--- config.mk ---
export PLATFORM = sky130hd
export DESIGN_NAME = cidle_core
export DESIGN_NICKNAME = d
export VERILOG_FILES = /design/src/rtl/cidle_pkg.sv /design/src/rtl/cidle_thread.sv /design/src/rtl/cidle_resolve.sv /design/src/rtl/cidle_core.sv
export SDC_FILE = /design/constraint.sdc
export NUM_CORES = 1
export LEC_CHECK = 0
export BUFFER_PORTS_ARGS = -buffer_cell sky130_fd_sc_hd__buf_2
export CORE_MARGIN = 1
export CORE_UTILIZATION = 48
export DETAILED_ROUTE_END_ITERATION = 7
export PLACE_DENSITY_LB_ADDON = 0.15
export SETUP_SLACK_MARGIN = 0.4
export SLEW_MARGIN = 30
export SYNTH_ARGS = -nofsm -noshare
export SYNTH_HDL_FRONTEND = slang
export SYNTH_HIERARCHICAL = 1
export SYNTH_SLANG_ARGS = --single-unit
--- constraint.sdc ---
create_clock -name clk -period 2.7 [get_ports clk]
set_clock_uncertainty 0.15 [all_clocks]
set_input_delay 0.27 -clock clk [delete_from_list [all_inputs] [get_ports clk]]
set_output_delay 0.27 -clock clk [all_outputs]
set_load 0.03 [all_outputs]
--- src/rtl/cidle_pkg.sv ---
package cidle_pkg;
   localparam int unsigned ST_W   = 3;
   localparam int unsigned KIND_W = 2;

   typedef enum logic [ST_W-1:0] {
      CST_C0  = 3'd0,
      CST_C1  = 3'd1,
      CST_C1E = 3'd2,
      CST_C3  = 3'd3,
      CST_C6  = 3'd4
   } cst_e;

   typedef enum logic [KIND_W-1:0] {
      RK_NONE  = 2'd0,
      RK_HALT  = 2'd1,
      RK_MWAIT = 2'd2,
      RK_PORT  = 2'd3
   } req_kind_e;

   function automatic logic deep_tgt(input logic [ST_W-1:0] t);
      return (t == CST_C3) || (t == CST_C6);
   endfunction

   function automatic logic mwait_tgt_ok(input logic [ST_W-1:0] t);
      return (t >= CST_C1) && (t <= CST_C6);
   endfunction
endpackage

--- src/rtl/cidle_thread.sv ---
module cidle_thread
   import cidle_pkg::*;
(
   input  logic                   clk,
   input  logic                   rst_n,
   input  logic [KIND_W-1:0]      kind,
   input  logic [ST_W-1:0]        tgt,
   input  logic                   irq,
   input  logic                   mon_wr,
   input  logic                   snoop,
   output logic [ST_W-1:0]        state_o
);
   cst_e st_q, st_d;
   logic via_mw_q, via_mw_d;

   always_comb begin
      st_d     = st_q;
      via_mw_d = via_mw_q;
      if (irq) begin
         st_d     = CST_C0;
         via_mw_d = 1'b0;
      end else if (st_q == CST_C0) begin
         unique case (req_kind_e'(kind))
            RK_HALT: begin
               st_d     = CST_C1;
               via_mw_d = 1'b0;
            end
            RK_MWAIT: begin
               if (mwait_tgt_ok(tgt)) begin
                  st_d     = cst_e'(tgt);
                  via_mw_d = 1'b1;
               end
            end
            RK_PORT: begin
               if (deep_tgt(tgt)) begin
                  st_d     = cst_e'(tgt);
                  via_mw_d = 1'b0;
               end
            end
            default: ;
         endcase
      end else if (mon_wr && via_mw_q) begin
         st_d     = CST_C0;
         via_mw_d = 1'b0;
      end
   end

   always_ff @(posedge clk or negedge rst_n) begin
      if (!rst_n) begin
         st_q     <= CST_C0;
         via_mw_q <= 1'b0;
      end else begin
         st_q     <= st_d;
         via_mw_q <= via_mw_d;
      end
   end

   assign state_o = st_q;

   AST_IRQ_WAKES: assert property (@(posedge clk) disable iff (!rst_n)
      irq |=> st_q == CST_C0);
   AST_IDLE_HOLDS: assert property (@(posedge clk) disable iff (!rst_n)
      (st_q != CST_C0 && !irq && !mon_wr) |=> st_q == $past(st_q));
   AST_SNOOP_NO_EXIT: assert property (@(posedge clk) disable iff (!rst_n)
      (snoop && (st_q == CST_C1 || st_q == CST_C1E) && !irq && !mon_wr)
      |=> st_q == $past(st_q));
   AST_HALT_C1: assert property (@(posedge clk) disable iff (!rst_n)
      (st_q == CST_C0 && !irq && kind == RK_HALT) |=> st_q == CST_C1);
   AST_MON_GATED: assert property (@(posedge clk) disable iff (!rst_n)
      (st_q != CST_C0 && !irq && mon_wr && !via_mw_q) |=> st_q == $past(st_q));
endmodule

--- src/rtl/cidle_resolve.sv ---
module cidle_resolve
   import cidle_pkg::*;
#(
   parameter int unsigned NUM_THREADS = 2
) (
   input  logic [NUM_THREADS*ST_W-1:0] thr_state,
   input  logic [NUM_THREADS-1:0]      thr_en,
   output logic [ST_W-1:0]             shallowest
);
   logic [ST_W-1:0] cand [NUM_THREADS];

   for (genvar g = 0; g < NUM_THREADS; g++) begin : g_cand
      assign cand[g] = thr_en[g] ? thr_state[g*ST_W +: ST_W] : CST_C6;
   end

   always_comb begin
      shallowest = CST_C6;
      for (int i = 0; i < NUM_THREADS; i++) begin
         if (cand[i] < shallowest) shallowest = cand[i];
      end
   end
endmodule

--- src/rtl/cidle_core.sv ---
module cidle_core
   import cidle_pkg::*;
#(
   parameter int unsigned NUM_THREADS = 2
) (
   input  logic                          clk,
   input  logic                          rst_n,
   input  logic [NUM_THREADS*KIND_W-1:0] req_kind,
   input  logic [NUM_THREADS*ST_W-1:0]   req_tgt,
   input  logic [NUM_THREADS-1:0]        irq,
   input  logic [NUM_THREADS-1:0]        mon_wr,
   input  logic [NUM_THREADS-1:0]        snoop,
   input  logic [NUM_THREADS-1:0]        thr_en,
   output logic [NUM_THREADS*ST_W-1:0]   thr_state,
   output logic [ST_W-1:0]               core_state,
   output logic                          core_chg
);
   if (NUM_THREADS < 1 || NUM_THREADS > 64) begin : g_bad_param
      $error("cidle_core: NUM_THREADS must lie in 1..64");
   end

   for (genvar t = 0; t < NUM_THREADS; t++) begin : g_thr
      cidle_thread u_thr (
         .clk     (clk),
         .rst_n   (rst_n),
         .kind    (req_kind[t*KIND_W +: KIND_W]),
         .tgt     (req_tgt[t*ST_W +: ST_W]),
         .irq     (irq[t]),
         .mon_wr  (mon_wr[t]),
         .snoop   (snoop[t]),
         .state_o (thr_state[t*ST_W +: ST_W])
      );
   end

   logic [ST_W-1:0] resolved;

   cidle_resolve #(.NUM_THREADS(NUM_THREADS)) u_res (
      .thr_state  (thr_state),
      .thr_en     (thr_en),
      .shallowest (resolved)
   );

   always_ff @(posedge clk or negedge rst_n) begin
      if (!rst_n) begin
         core_state <= CST_C0;
         core_chg   <= 1'b0;
      end else begin
         core_state <= resolved;
         core_chg   <= (resolved != core_state);
      end
   end

   AST_CHG_MEANS_NEW: assert property (@(posedge clk) disable iff (!rst_n)
      core_chg |-> core_state != $past(core_state));
   AST_NO_CHG_STABLE: assert property (@(posedge clk) disable iff (!rst_n)
      !core_chg |-> core_state == $past(core_state));
   AST_CORE_LEGAL: assert property (@(posedge clk) disable iff (!rst_n)
      core_state <= CST_C6);

   for (genvar t = 0; t < NUM_THREADS; t++) begin : g_chk
      AST_NOT_DEEPER: assert property (@(posedge clk) disable iff (!rst_n)
         $past(thr_en[t]) |-> core_state <= $past(thr_state[t*ST_W +: ST_W]));
   end
endmodule

-- After elaboration in Yosys (flattened, before gate mapping)
Cells that the tools add are included.
- register bits: 12
- output and inout bits: 10
- magnitude comparators: 6
- equal/unequal tests: 17
- multiplexer cells: 28
- reductions and logical operators: 12
- operator list (kind ; count):
    $mux 3 ; 14
    $pmux 3 s3 ; 2
    $ne 4x4->1 const B ; 4
    $mux 1 ; 10
    $ne 5x5->1 const B ; 2
    $eq 2x2->1 const B ; 4
    $reduce_and 4->1 ; 2
    $eq 3x2->1 const B ; 2
    $eq 3x3->1 const B ; 2
    $ge 3x1->1 const B ; 2
    $le 3x3->1 const B ; 2
    $logic_not 3->1 ; 2
    $pmux 1 s3 ; 2
    $reduce_bool 3->1 ; 2
    $eq 2x1->1 const B ; 2
    $logic_and 1x1->1 ; 4
    $lt 3x3->1 ; 1
    $lt 3x3->1 const B ; 1
    $ne 3x3->1 ; 1
    $logic_or 1x1->1 ; 2

-- Longest topological paths before layout
Gate-level depths: netlist (run 1).
- word-level depth: 6
- mapped depth: 9

-- Cells and area by module
The synthesis (run 1) kept the hierarchy.
- by module, submodules not included (module ; instances ; cells an instance ; area an instance (µm²) ; sequential area each (µm²)):
    cidle_thread at g_thr[1].u_thr ; 1 ; 34 ; 294.0 ; 100.1
    cidle_thread at g_thr[0].u_thr ; 1 ; 26 ; 267.8 ; 100.1
    cidle_resolve ; 1 ; 20 ; 160.2 ; 0.0
    cidle_core ; 1 ; 8 ; 131.4 ; 100.1

-- Worst setup path before layout (run 1)
OpenSTA, ideal clock, no wires.
- path kind: register to register
- start point: register g_thr[0].u_thr.st_q[2]
- end point: register core_chg
- setup time: 0.129 ns
- arrival time: 1.876 ns
- slack: 0.546 ns
- cell stages (with the launch flop): 10
- period minus slack after synthesis: 2.154 ns
- cells stage by stage: dfrtp_1 nor2b_4 nand2_2 ha_1 o21a_1 nor2_2 a21oi_1 a21oi_1 xnor2_1 nand3_1
- word-level cells in the longest chain between the ends: 6
- RTL lines (what ; RTL line ; text):
    from (decl) ; cidle_thread.sv:13 ; cst_e st_q, st_d;
    from (signal assigned) ; cidle_thread.sv:53 ; st_q <= st_d;
    $mux 3 * ; cidle_resolve.sv:13 ; assign cand[g] = thr_en[g] ? thr_state[g*ST_W +: ST_W] : CST_C6;
    $lt 3x3->1 ; cidle_resolve.sv:19 ; if (cand[i] < shallowest) shallowest = cand[i];
    $mux 3 * ; cidle_resolve.sv:19 ;
    $lt 3x3->1 ; cidle_resolve.sv:19 ;
    $mux 3 * ; cidle_resolve.sv:19 ;
    net resolved[0] ; cidle_core.sv:35 ; logic [ST_W-1:0] resolved;
    $ne 3x3->1 * ; cidle_core.sv:49 ; core_chg <= (resolved != core_state);
    to (signal assigned) ; cidle_core.sv:49 ;
    to (decl) ; cidle_core.sv:16 ; output logic core_chg
Mark *: on every way through the listed nets, which the timed path passes. The rest lies on a longest branch.
A chain may end at the register's enable or synchronous reset.

-- Final worst setup path (run 1)
Same ends and word-level chain as after synthesis.

==> flow_summary.toml, run 1 <==
[outcome]
status = "finished, final reports clean"

[final_layout]
synthToLayoutAreaGrowth_pct = 22.0
final_nets = 145
stdcell_area_um2 = 1040
antennaDiodeCount = 0
layout-drive-gt1-share_pct = 38.7

[sta]
tightestPinTransition_ps = 391
hold_viol = 0
setup_tns_ps = 0
clock.fmax_ghz = 0.463
rsz0062_at_grt = "false"
fin_crit_sh_pct = 80.0
slew_viol_final = 0
final-setup-viol-count = 0
fin_crit_ps = 2160
slew-limit-headroom_pct = 73.8

[clock_tree]
cts.clk_slew.worst_paths_ps = 70
clock_latency_ps = 260
clockRootBuffer = "clkbuf_4"
clock_path_buffers = 2
clock-sinks = 12
cts_max_level = 1
cts_buffers = 3
cts_tree = "yes"
ctsResizeCount = 0

[global_routing]
grt_util_all_layers_pct = 17.3
grt_max_degree = 13
first_global_vias = 642
antenna_found_initial = 0
grt_pass1_wl_um = 2530
grt-ovfl-total = 0

[detailed_routing]
totalWireLength_um = 1590
drtIter0Drc = 15
ant_nets = 0
drt-wirelength-per-cell_um = 11.8
viasPerCell = 5.51
dr.pass1.iters = 5
vias = 744
drc = 0

[place]
io_buffers = 27
dp.final_hpwl_um = 1300
place_area_um2 = 1010
gp_congestion = 0.749

[pwr]
p_comb_share_pct = 33.5
clkPwrFrac_pct = 22.2
p_sw_mw = 0.161
power.density_nw_per_um2 = 456
leakage_nw = 0.489
swShare_pct = 33.9
p_int_mw = 0.314
ir_drop_mv = 0.288
seqPwrFrac_pct = 44.4
finalPower_mw = 0.475

[synth]
synth-edff-count = 0
syn_avg_cell_area_um2 = 9.70
netlist_area_um2 = 853
synth_area_leaders = "dfrtp_1, nand2_1, ha_1, xnor2_1, a21oi_1"
synth_top_area_share_pct = 35.2
synthTopCellsByCount = "nand2_1, dfrtp_1, a21oi_1"
synth_most_common_cell = "nand2_1"
ys_warn_count = 6
synthArstFlopShare_pct = 100
synth-seq-area-share_pct = 35.2
syn-num-nets = 112
syn_inst = 88
yosys.area.top_type = "dfrtp_1"
ys_ff_latch = 12
synthFlopType = "dfrtp_1"
ys_types = 43

[critical_path]
crit_family = "simple AND/OR/NAND/NOR gates"
start_kind = "register"
max_stage_delay_ps = 460
timing.rr.start = "g_thr[0].u_thr/state_o[2]$_DFFE_PN0P_"
cp-end-kind = "register"
worstPathCellList = "nor2b_4 -> nand2_2 -> ha_1 -> o21a_1 -> nor2_2 -> a21oi_1 -> a21oi_1 -> xnor2_1 -> nand3_1"
slowest_stage = "dfrtp_1"
path_class = "register to register"
cp_data_arrival_time_ps = 2160
crit_top_cell = "a21oi_1"
crit_start = "g_thr[0].u_thr/state_o[2]$_DFFE_PN0P_"
worst-r2r-setup-slack_ps = 540
required_ps = 2700
path_max_fanout = 5
path_buf_inv = 0

[floorplan]
start_util_pct = 54.1
ios = 30
rows = 14
die_area_um2 = 1950
core_um2 = 1580
die_w_um = 44.2
die_height_um = 44.2

[run]
maxCapViolCount = 0

[worst_hold_path]
worstHoldPathType = "input port to register"
min_from = "mon_wr[1]"
==> through the flow <==
stage	hold slack, ps	instances	utilization [%]	setup slack, ps
6_report	123	135	66.0	541
5_1_grt	128	135	66.0	411
2_1_floorplan	-176	88	-	546
3_5_place_dp	10.7	131	64.0	531
4_1_cts	122	135	66.0	527
3_3_place_gp	9.00	131	64.0	571
==> sequential cells by signal, summed over array words and instances, names as in the netlist <==
name / cells
g_thr.u_thr/state_o: 6
core_chg: 1
core_state: 3
g_thr.u_thr/via_mw_q: 2
==> power by group through the flow <==
stage,logic [mW],registers (mW),clock network [mW]
floorplan,0.0812,0.241,0
global placement,0.155,0.214,0
detailed placement,0.158,0.214,0
CTS,0.160,0.211,0.108
global route,0.175,0.213,0.117
finish,0.159,0.211,0.105
==> cells in the final DEF, fill, tap and decap left out, types with 2 or more instances in the layout <==
cell type,instances
buf_2,27
nand2_1,14
dfrtp_1,12
a21oi_1,5
xnor2_1,4
nor2_1,4
o21ai_1,4
ha_1,4
clkbuf_4,3
nor3_1,2
nand2b_1,2
nor2b_1,2
nor4_1,2
and2_4,2
==> cells by family after synthesis <==
group	Yosys count	share of synthesized area, %
compound gates	25	24.0
buf+inv	1	0.439
flops	12	35.2
xor+xnor	4	4.11
simple gates	42	30.4
fa+ha+maj	4	5.87
==> layout make-up <==
class / count / area (um2)
multi-input combinational: 75 / 549
fill: 143 / 536
sequential: 12 / 300
timing repair buffer: 28 / 145
clock buffer: 3 / 22.5
tap: 16 / 20.0
inverter: 1 / 3.75
==> per-layer routing <==
layer,up-vias,track usage (%),part of all wire [%]
li1,388,-,-
met1,336,21.8,47
met2,18,29.4,49
met3,2,2.45,3.2
met4,0,7.27,0.75
met5,-,0,0
==> timing repair <==
item                                    in CTS  in global routing
buffers inserted                             0                  0
endpoints found under the setup margin       0                  0
hold endpoints to repair                    12                  0
hold buffers                                 1                  0
==> worst min-delay path: stages <==
cell and delay [ps]:
buf_2 80, or4b_2 100, o21ai_1 50
==> worst paths after layout <==
check | endpoint | cells past startpoint
max in group asynchronous | g_thr[0].u_thr/state_o[0]$_DFFE_PN0P_ | 2
max | core_chg$_DFF_PN0_ | 9
max reg2reg | core_chg$_DFF_PN0_ | 9
min in group asynchronous | core_state[1]$_DFF_PN0_ | 2
min | g_thr[1].u_thr/via_mw_q$_DFFE_PN0P_ | 3
min reg2reg | core_chg$_DFF_PN0_ | 2
(Power assumes the default switching activity.)
==> run 2: changes to the inputs <==
--- a/config.mk
+++ b/config.mk
@@ -7,7 +7,7 @@
 export LEC_CHECK = 0
 export BUFFER_PORTS_ARGS = -buffer_cell sky130_fd_sc_hd__buf_2
 export CORE_MARGIN = 1
-export CORE_UTILIZATION = 48
+export CORE_UTILIZATION = 43
 export DETAILED_ROUTE_END_ITERATION = 7
 export PLACE_DENSITY_LB_ADDON = 0.15
 export SETUP_SLACK_MARGIN = 0.4
==> constraint.sdc (replaced) <==
create_clock -name clk -period 1.76 [get_ports clk]
set_clock_uncertainty 0.15 [all_clocks]
set_input_delay 0.176 -clock clk [delete_from_list [all_inputs] [get_ports clk]]
set_output_delay 0.176 -clock clk [all_outputs]
set_load 0.03 [all_outputs]
==> flow_summary.toml, run 2 (same netlist as run 1, synthesis figures left out) <==
[clock_tree]
clock_latency_ps = 280
cts_buffers = 3
cts_tree = "yes"
cts.clk_slew.worst_paths_ps = 90
clockRootBuffer = "clkbuf_4"
clock-sinks = 12
cts_max_level = 1
clock_path_buffers = 2

[pwr]
swShare_pct = 35.2
ir_drop_mv = 0.379
p_int_mw = 0.590
power.density_nw_per_um2 = 661
p_comb_share_pct = 38.8
leakage_nw = 0.596
seqPwrFrac_pct = 36.0
p_sw_mw = 0.320
clkPwrFrac_pct = 25.2

[critical_path]
path_class = "register to register"
path_max_fanout = 3
max_stage_delay_ps = 400
cp_data_arrival_time_ps = 2020
start_kind = "register"
slowest_stage = "dfrtp_2"
required_ps = 1770
worstPathCellList = "or2b_1 -> ha_4 -> o21a_1 -> nor2_4 -> a22oi_2 -> o31ai_4 -> xnor2_1 -> nand3_1"
worst-r2r-setup-slack_ps = -250
cp-end-kind = "register"

[sta]
fin_ws_ps = -252
final-setup-viol-count = 2
hold_viol = 0
setup_tns_ps = -378
fin_crit_ps = 2010
slew_viol_final = 0
tightestPinTransition_ps = 332
rsz0062_at_grt = "true"
slew-limit-headroom_pct = 77.7
clock.fmax_ghz = 0.497
timing.hold.ws_ps = 33.7
fin_crit_sh_pct = 114

[floorplan]
die_height_um = 46.5
die_area_um2 = 2170
ios = 30
core_um2 = 1800
die_w_um = 46.5
start_util_pct = 47.4
rows = 15

[final_layout]
seqCellArea_um2 = 308
synthToLayoutAreaGrowth_pct = 61.4
layout-drive-gt1-share_pct = 64.2
multi_input_area_um2 = 714
layout_common_cells = "buf_2, nand2_1, buf_4, buf_6"
post-route-util_pct = 76.5
antennaDiodeCount = 0
final_nets = 159
largest_reg_flops = 6
fillers = 134
layout_commonest_cell = "buf_2"

[place]
pre_cts_slack_ps = -253
dp.final_hpwl_um = 1550
io_buffers = 27
gp_congestion = 0.845

[global_routing]
first_global_vias = 814
antenna_found_initial = 0
grt_max_degree = 13
grt_util_all_layers_pct = 23.2
grt_pass1_wl_um = 3490
grt-ovfl-total = 0

[detailed_routing]
viasPerCell = 5.37
dr.pass1.iters = 4
vias = 854
drc = 0
ant_nets = 0
totalWireLength_um = 2290
drt-wirelength-per-cell_um = 14.4
drtIter0Drc = 15

[outcome]
status = "complete, but fails checks"
failed_checks = "setup timing"

[worst_hold_path]
worstHoldPathType = "input port to register"

[run]
maxCapViolCount = 0
## run 2: changes by cell type in the layout (fill, tap and decap cells not counted), moves of 3 or more
cell and delta:
buf_2 -3, a21oi_1 -3, dfrtp_1 -6, buf_6 +7
ha_4 +3, ha_1 -3, buf_4 +10, dfrtp_2 +6
## run 2: final cells by class
type	count	share of cell area (%)
clock buffer	4	2.63
timing repair buffer	42	20.6
multi-input combinational	75	51.9
tap	25	2.27
inverter	1	0.272
sequential	12	22.3
## run 2: repair_timing
| item | 4_1_cts | 5_1_grt |
|---|---|---|
| setup endpoints to repair | 12 | 15 |
| hold endpoints to repair | 12 | 0 |
| pin swaps | 8 | 5 |
| gates cloned | 0 | 0 |
| hold buffers | 1 | 0 |
| buffers inserted | 5 | 2 |
| gates resized for setup | 19 | 11 |
## run 2: metrics by stage
step | power, mW | instances | cell area [um2]
finish | 0.910 | 159 | 1380
CTS | 0.878 | 157 | 1320
floorplan | 0.512 | 88 | 920
global route | 0.955 | 159 | 1380
detailed placement | 0.604 | 147 | 1140
global placement | 0.598 | 147 | 1140
## run 2: power groups by stage
stage | clock, mW | sequential [mW] | combinational [mW]
6_report | 0.229 | 0.328 | 0.353
5_1_grt | 0.243 | 0.331 | 0.380
4_1_cts | 0.228 | 0.325 | 0.325
3_5_place_dp | 0 | 0.329 | 0.276
3_3_place_gp | 0 | 0.328 | 0.270
2_1_floorplan | 0 | 0.373 | 0.138
## run 2: critical path: cells and delay by family, from the launching register on
| kind | cells | cell delay, ps |
|---|---|---|
| DFF | 1 | 400 |
| xor gates and xnor gates | 1 | 150 |
| adders and majority gates | 1 | 290 |
| AOI/OAI and AO/OA | 3 | 450 |
| and+or+nand+nor | 3 | 440 |
## run 2: final timing paths
path / from / endpoint / cells past startpoint
hold / removal: req_tgt[5] / g_thr[1].u_thr/state_o[2]$_DFFE_PN0P_ / 3
setup / recovery: g_thr[1].u_thr/state_o[2]$_DFFE_PN0P_ / core_chg$_DFF_PN0_ / 8
setup reg to reg: g_thr[1].u_thr/state_o[2]$_DFFE_PN0P_ / core_chg$_DFF_PN0_ / 8
max in group asynchronous: rst_n / g_thr[0].u_thr/state_o[1]$_DFFE_PN0P_ / 2
hold reg to reg: g_thr[0].u_thr/via_mw_q$_DFFE_PN0P_ / g_thr[0].u_thr/via_mw_q$_DFFE_PN0P_ / 2
min in group asynchronous: rst_n / g_thr[1].u_thr/state_o[1]$_DFFE_PN0P_ / 2
## run 2: metal layers
metal  GRT usage (%)  vias to the layer above  routed length, um
li1                -                      418                  -
met5               0                        -                  0
met4            12.4                        0                 19
met2            43.3                       25               1230
met3            1.18                        2                 54
met1            25.7                      409                981
==> run 3: changes to the inputs <==
--- a/config.mk
+++ b/config.mk
@@ -5,9 +5,10 @@
 export SDC_FILE = /design/constraint.sdc
 export NUM_CORES = 1
 export LEC_CHECK = 0
+export ABC_AREA = 1
 export BUFFER_PORTS_ARGS = -buffer_cell sky130_fd_sc_hd__buf_2
 export CORE_MARGIN = 1
-export CORE_UTILIZATION = 43
+export CORE_UTILIZATION = 46
 export DETAILED_ROUTE_END_ITERATION = 7
 export PLACE_DENSITY_LB_ADDON = 0.15
 export SETUP_SLACK_MARGIN = 0.4
==> flow_summary.toml, run 3 <==
[synth]
synthArstFlopShare_pct = 100
yosys.area.top_type = "dfrtp_1"
ys_types = 23
ys_ff_latch = 12
syn-num-nets = 166
synthTopCellsByCount = "nand2_1, inv_1, dfrtp_1"
syn_avg_cell_area_um2 = 7.27
synth_simple_gate_area_share_pct = 50.1
synth-seq-area-share_pct = 29.1
synth_top_area_share_pct = 29.1
synthAdderAreaFrac_pct = 4.85
ys_warn_count = 6
synth-xor-area-share_pct = 0.848
netlist_area_um2 = 1030
synthFlopType = "dfrtp_1"
muxShareOfSynthArea_pct = 0
syn_inst = 142
synth_area_leaders = "dfrtp_1, nand2_1, inv_1, ha_1, nand2_2"
synth_compound_area_share_pct = 6.06
synth_most_common_cell = "nand2_1"
synth_top_family_by_area = "simple AND/OR/NAND/NOR gates"
synth-edff-count = 0

[pwr]
p_sw_mw = 0.882
p_comb_share_pct = 66.5
leakage_nw = 0.810
ir_drop_mv = 0.799
seqPwrFrac_pct = 23.9
power.density_nw_per_um2 = 1190
clkPwrFrac_pct = 9.6
p_int_mw = 0.939
swShare_pct = 48.4

[critical_path]
path_class = "register to register"
cp-end-kind = "register"
required_ps = 1760
crit_start = "g_thr[0].u_thr/state_o[2]$_DFFE_PN0P_"
timing.rr.start = "g_thr[0].u_thr/state_o[2]$_DFFE_PN0P_"
cp_data_arrival_time_ps = 1860
path_max_fanout = 3
start_kind = "register"

[outcome]
status = "complete, but fails checks"
failed_checks = "setup timing"

[global_routing]
grt_max_degree = 13
grt_util_all_layers_pct = 21.4
grt-ovfl-total = 0
grt_pass1_wl_um = 4010
first_global_vias = 1018
antenna_found_initial = 0

[floorplan]
die_w_um = 49.4
die_area_um2 = 2440
rows = 16
core_um2 = 2040
ios = 30
start_util_pct = 50.6
die_height_um = 49.4

[detailed_routing]
wl_met1_um = 1000
drc = 0
drt-wirelength-per-cell_um = 11.2
vias = 1045
met2_length_um = 1330
viasPerCell = 4.77
ant_nets = 0
dr.max_layer_used = "met4"
totalWireLength_um = 2460
dr.pass1.iters = 4
wl_met3_um = 66
drtIter0Drc = 13

[final_layout]
seqCellArea_um2 = 308
antennaDiodeCount = 0
synthToLayoutAreaGrowth_pct = 48.2
layout-drive-gt1-share_pct = 53.6
largest_reg_flops = 6
layout_commonest_cell = "nand2_1"
final_nets = 217
stdcell_area_um2 = 1530
layout_common_cells = "nand2_1, buf_2, inv_1, nand2_2, buf_4"
multi_input_area_um2 = 762
fillers = 157

[clock_tree]
cts_tree = "yes"
cts_buffers = 3
cts.clk_slew.worst_paths_ps = 80
clock_path_buffers = 2
clockRootBuffer = "clkbuf_4"
clock-sinks = 12
clock_latency_ps = 270
cts_max_level = 1

[sta]
hold_viol = 0
fin_ws_ps = -107
final-setup-viol-count = 1
slew-limit-headroom_pct = 81.8
tightestPinTransition_ps = 273
setup_tns_ps = -107
fin_crit_ps = 1870
clock.fmax_ghz = 0.536
rsz0062_at_grt = "true"
slew_viol_final = 0
fin_crit_sh_pct = 106

[place]
place_area_um2 = 1280
gp_congestion = 0.752
dp.final_hpwl_um = 1660
io_buffers = 27

[worst_hold_path]
worstHoldPathType = "input port to register"
min_from = "req_kind[1]"

[run]
maxCapViolCount = 0
-- run 3: changes by cell type after synthesis, sizes merged, moves of 5 or more --
cell | previous run | this run
nand2 | 15 | 55
nand3 | 1 | 14
nor2 | 5 | 15
inv | 1 | 24
nand4 | 0 | 5
-- run 3: repair_timing --
item | 4_1_cts | 5_1_grt
setup buffers | 8 | 4
pin swaps | 10 | 16
endpoints found under the hold margin | 12 | 0
endpoints found under the setup margin | 12 | 14
gates cloned | 0 | 0
gates resized for setup | 15 | 18
hold buffers | 1 | 0
-- run 3: final cells by class --
cell class                 count  area share [%]
tap                           27            2.21
inverter                      25            6.30
sequential                    12            20.1
clock buffer                   4            1.72
multi-input combinational    105            49.8
timing repair buffer          46            19.9
-- run 3: cell families (layout without fill, tap and decap cells) --
logic type	after synthesis	count (layout)
xor gates and xnor gates	1	1
AOI/OAI and AO/OA	8	8
adders and majority gates	4	4
buffers and inverters	25	75
and+or+nand+nor	92	92
DFF	12	12
-- run 3: through the flow --
stage | power (mW) | std cells | utilization, % | worst slack, ps | hold slack (ps)
after floorplan | 1.12 | 142 | - | -78.0 | -270
after global placement | 1.33 | 202 | 62.7 | -11.6 | -88.4
after detailed placement | 1.35 | 202 | 62.7 | -74.2 | -79.7
after CTS | 1.69 | 215 | 70.5 | -44.0 | 79.6
after global routing | 1.95 | 219 | 74.9 | -193 | 137
final | 1.82 | 219 | 74.9 | -107 | 87.2
-- run 3: power by group through the flow --
stage                     clock, mW  sequential, mW  combinational (mW)
after detailed placement          0           0.428               0.926
after global routing          0.197           0.444                1.31
after floorplan                   0           0.577               0.544
final                         0.175           0.434                1.21
after CTS                     0.187           0.427                1.07
after global placement            0           0.426               0.904
-- run 3: final timing paths --
kind	to	slack [ps]	cells past startpoint
worst min-delay path	g_thr[0].u_thr/state_o[0]$_DFFE_PN0P_	90	4
worst max-delay path	core_chg$_DFF_PN0_	-110	15
min in group asynchronous	g_thr[0].u_thr/via_mw_q$_DFFE_PN0P_	160	2
worst max register to register	core_chg$_DFF_PN0_	-110	15
max in group asynchronous	g_thr[1].u_thr/state_o[1]$_DFFE_PN0P_	1050	2
worst min register to register	g_thr[1].u_thr/via_mw_q$_DFFE_PN0P_	340	2
-- run 3: layer usage --
layer  up-vias  GRT usage, %
met5         -             0
met4         0          11.4
met3         6          3.12
met2        29          40.0
met1       468          22.9
li1        542             -
-- run 3: worst max-delay path, stage by stage (launching register included) --
cell and delay, ps:
dfrtp_2 410, inv_2 80, buf_4 100, buf_4 90, buf_4 90, buf_4 90, buf_4 100, nand4_4 90
nand2_4 100, nand2_4 60, nand2_2 70, nand2_2 70, inv_2 40, nand2_1 40, nand2_1 70, nand3_1 70
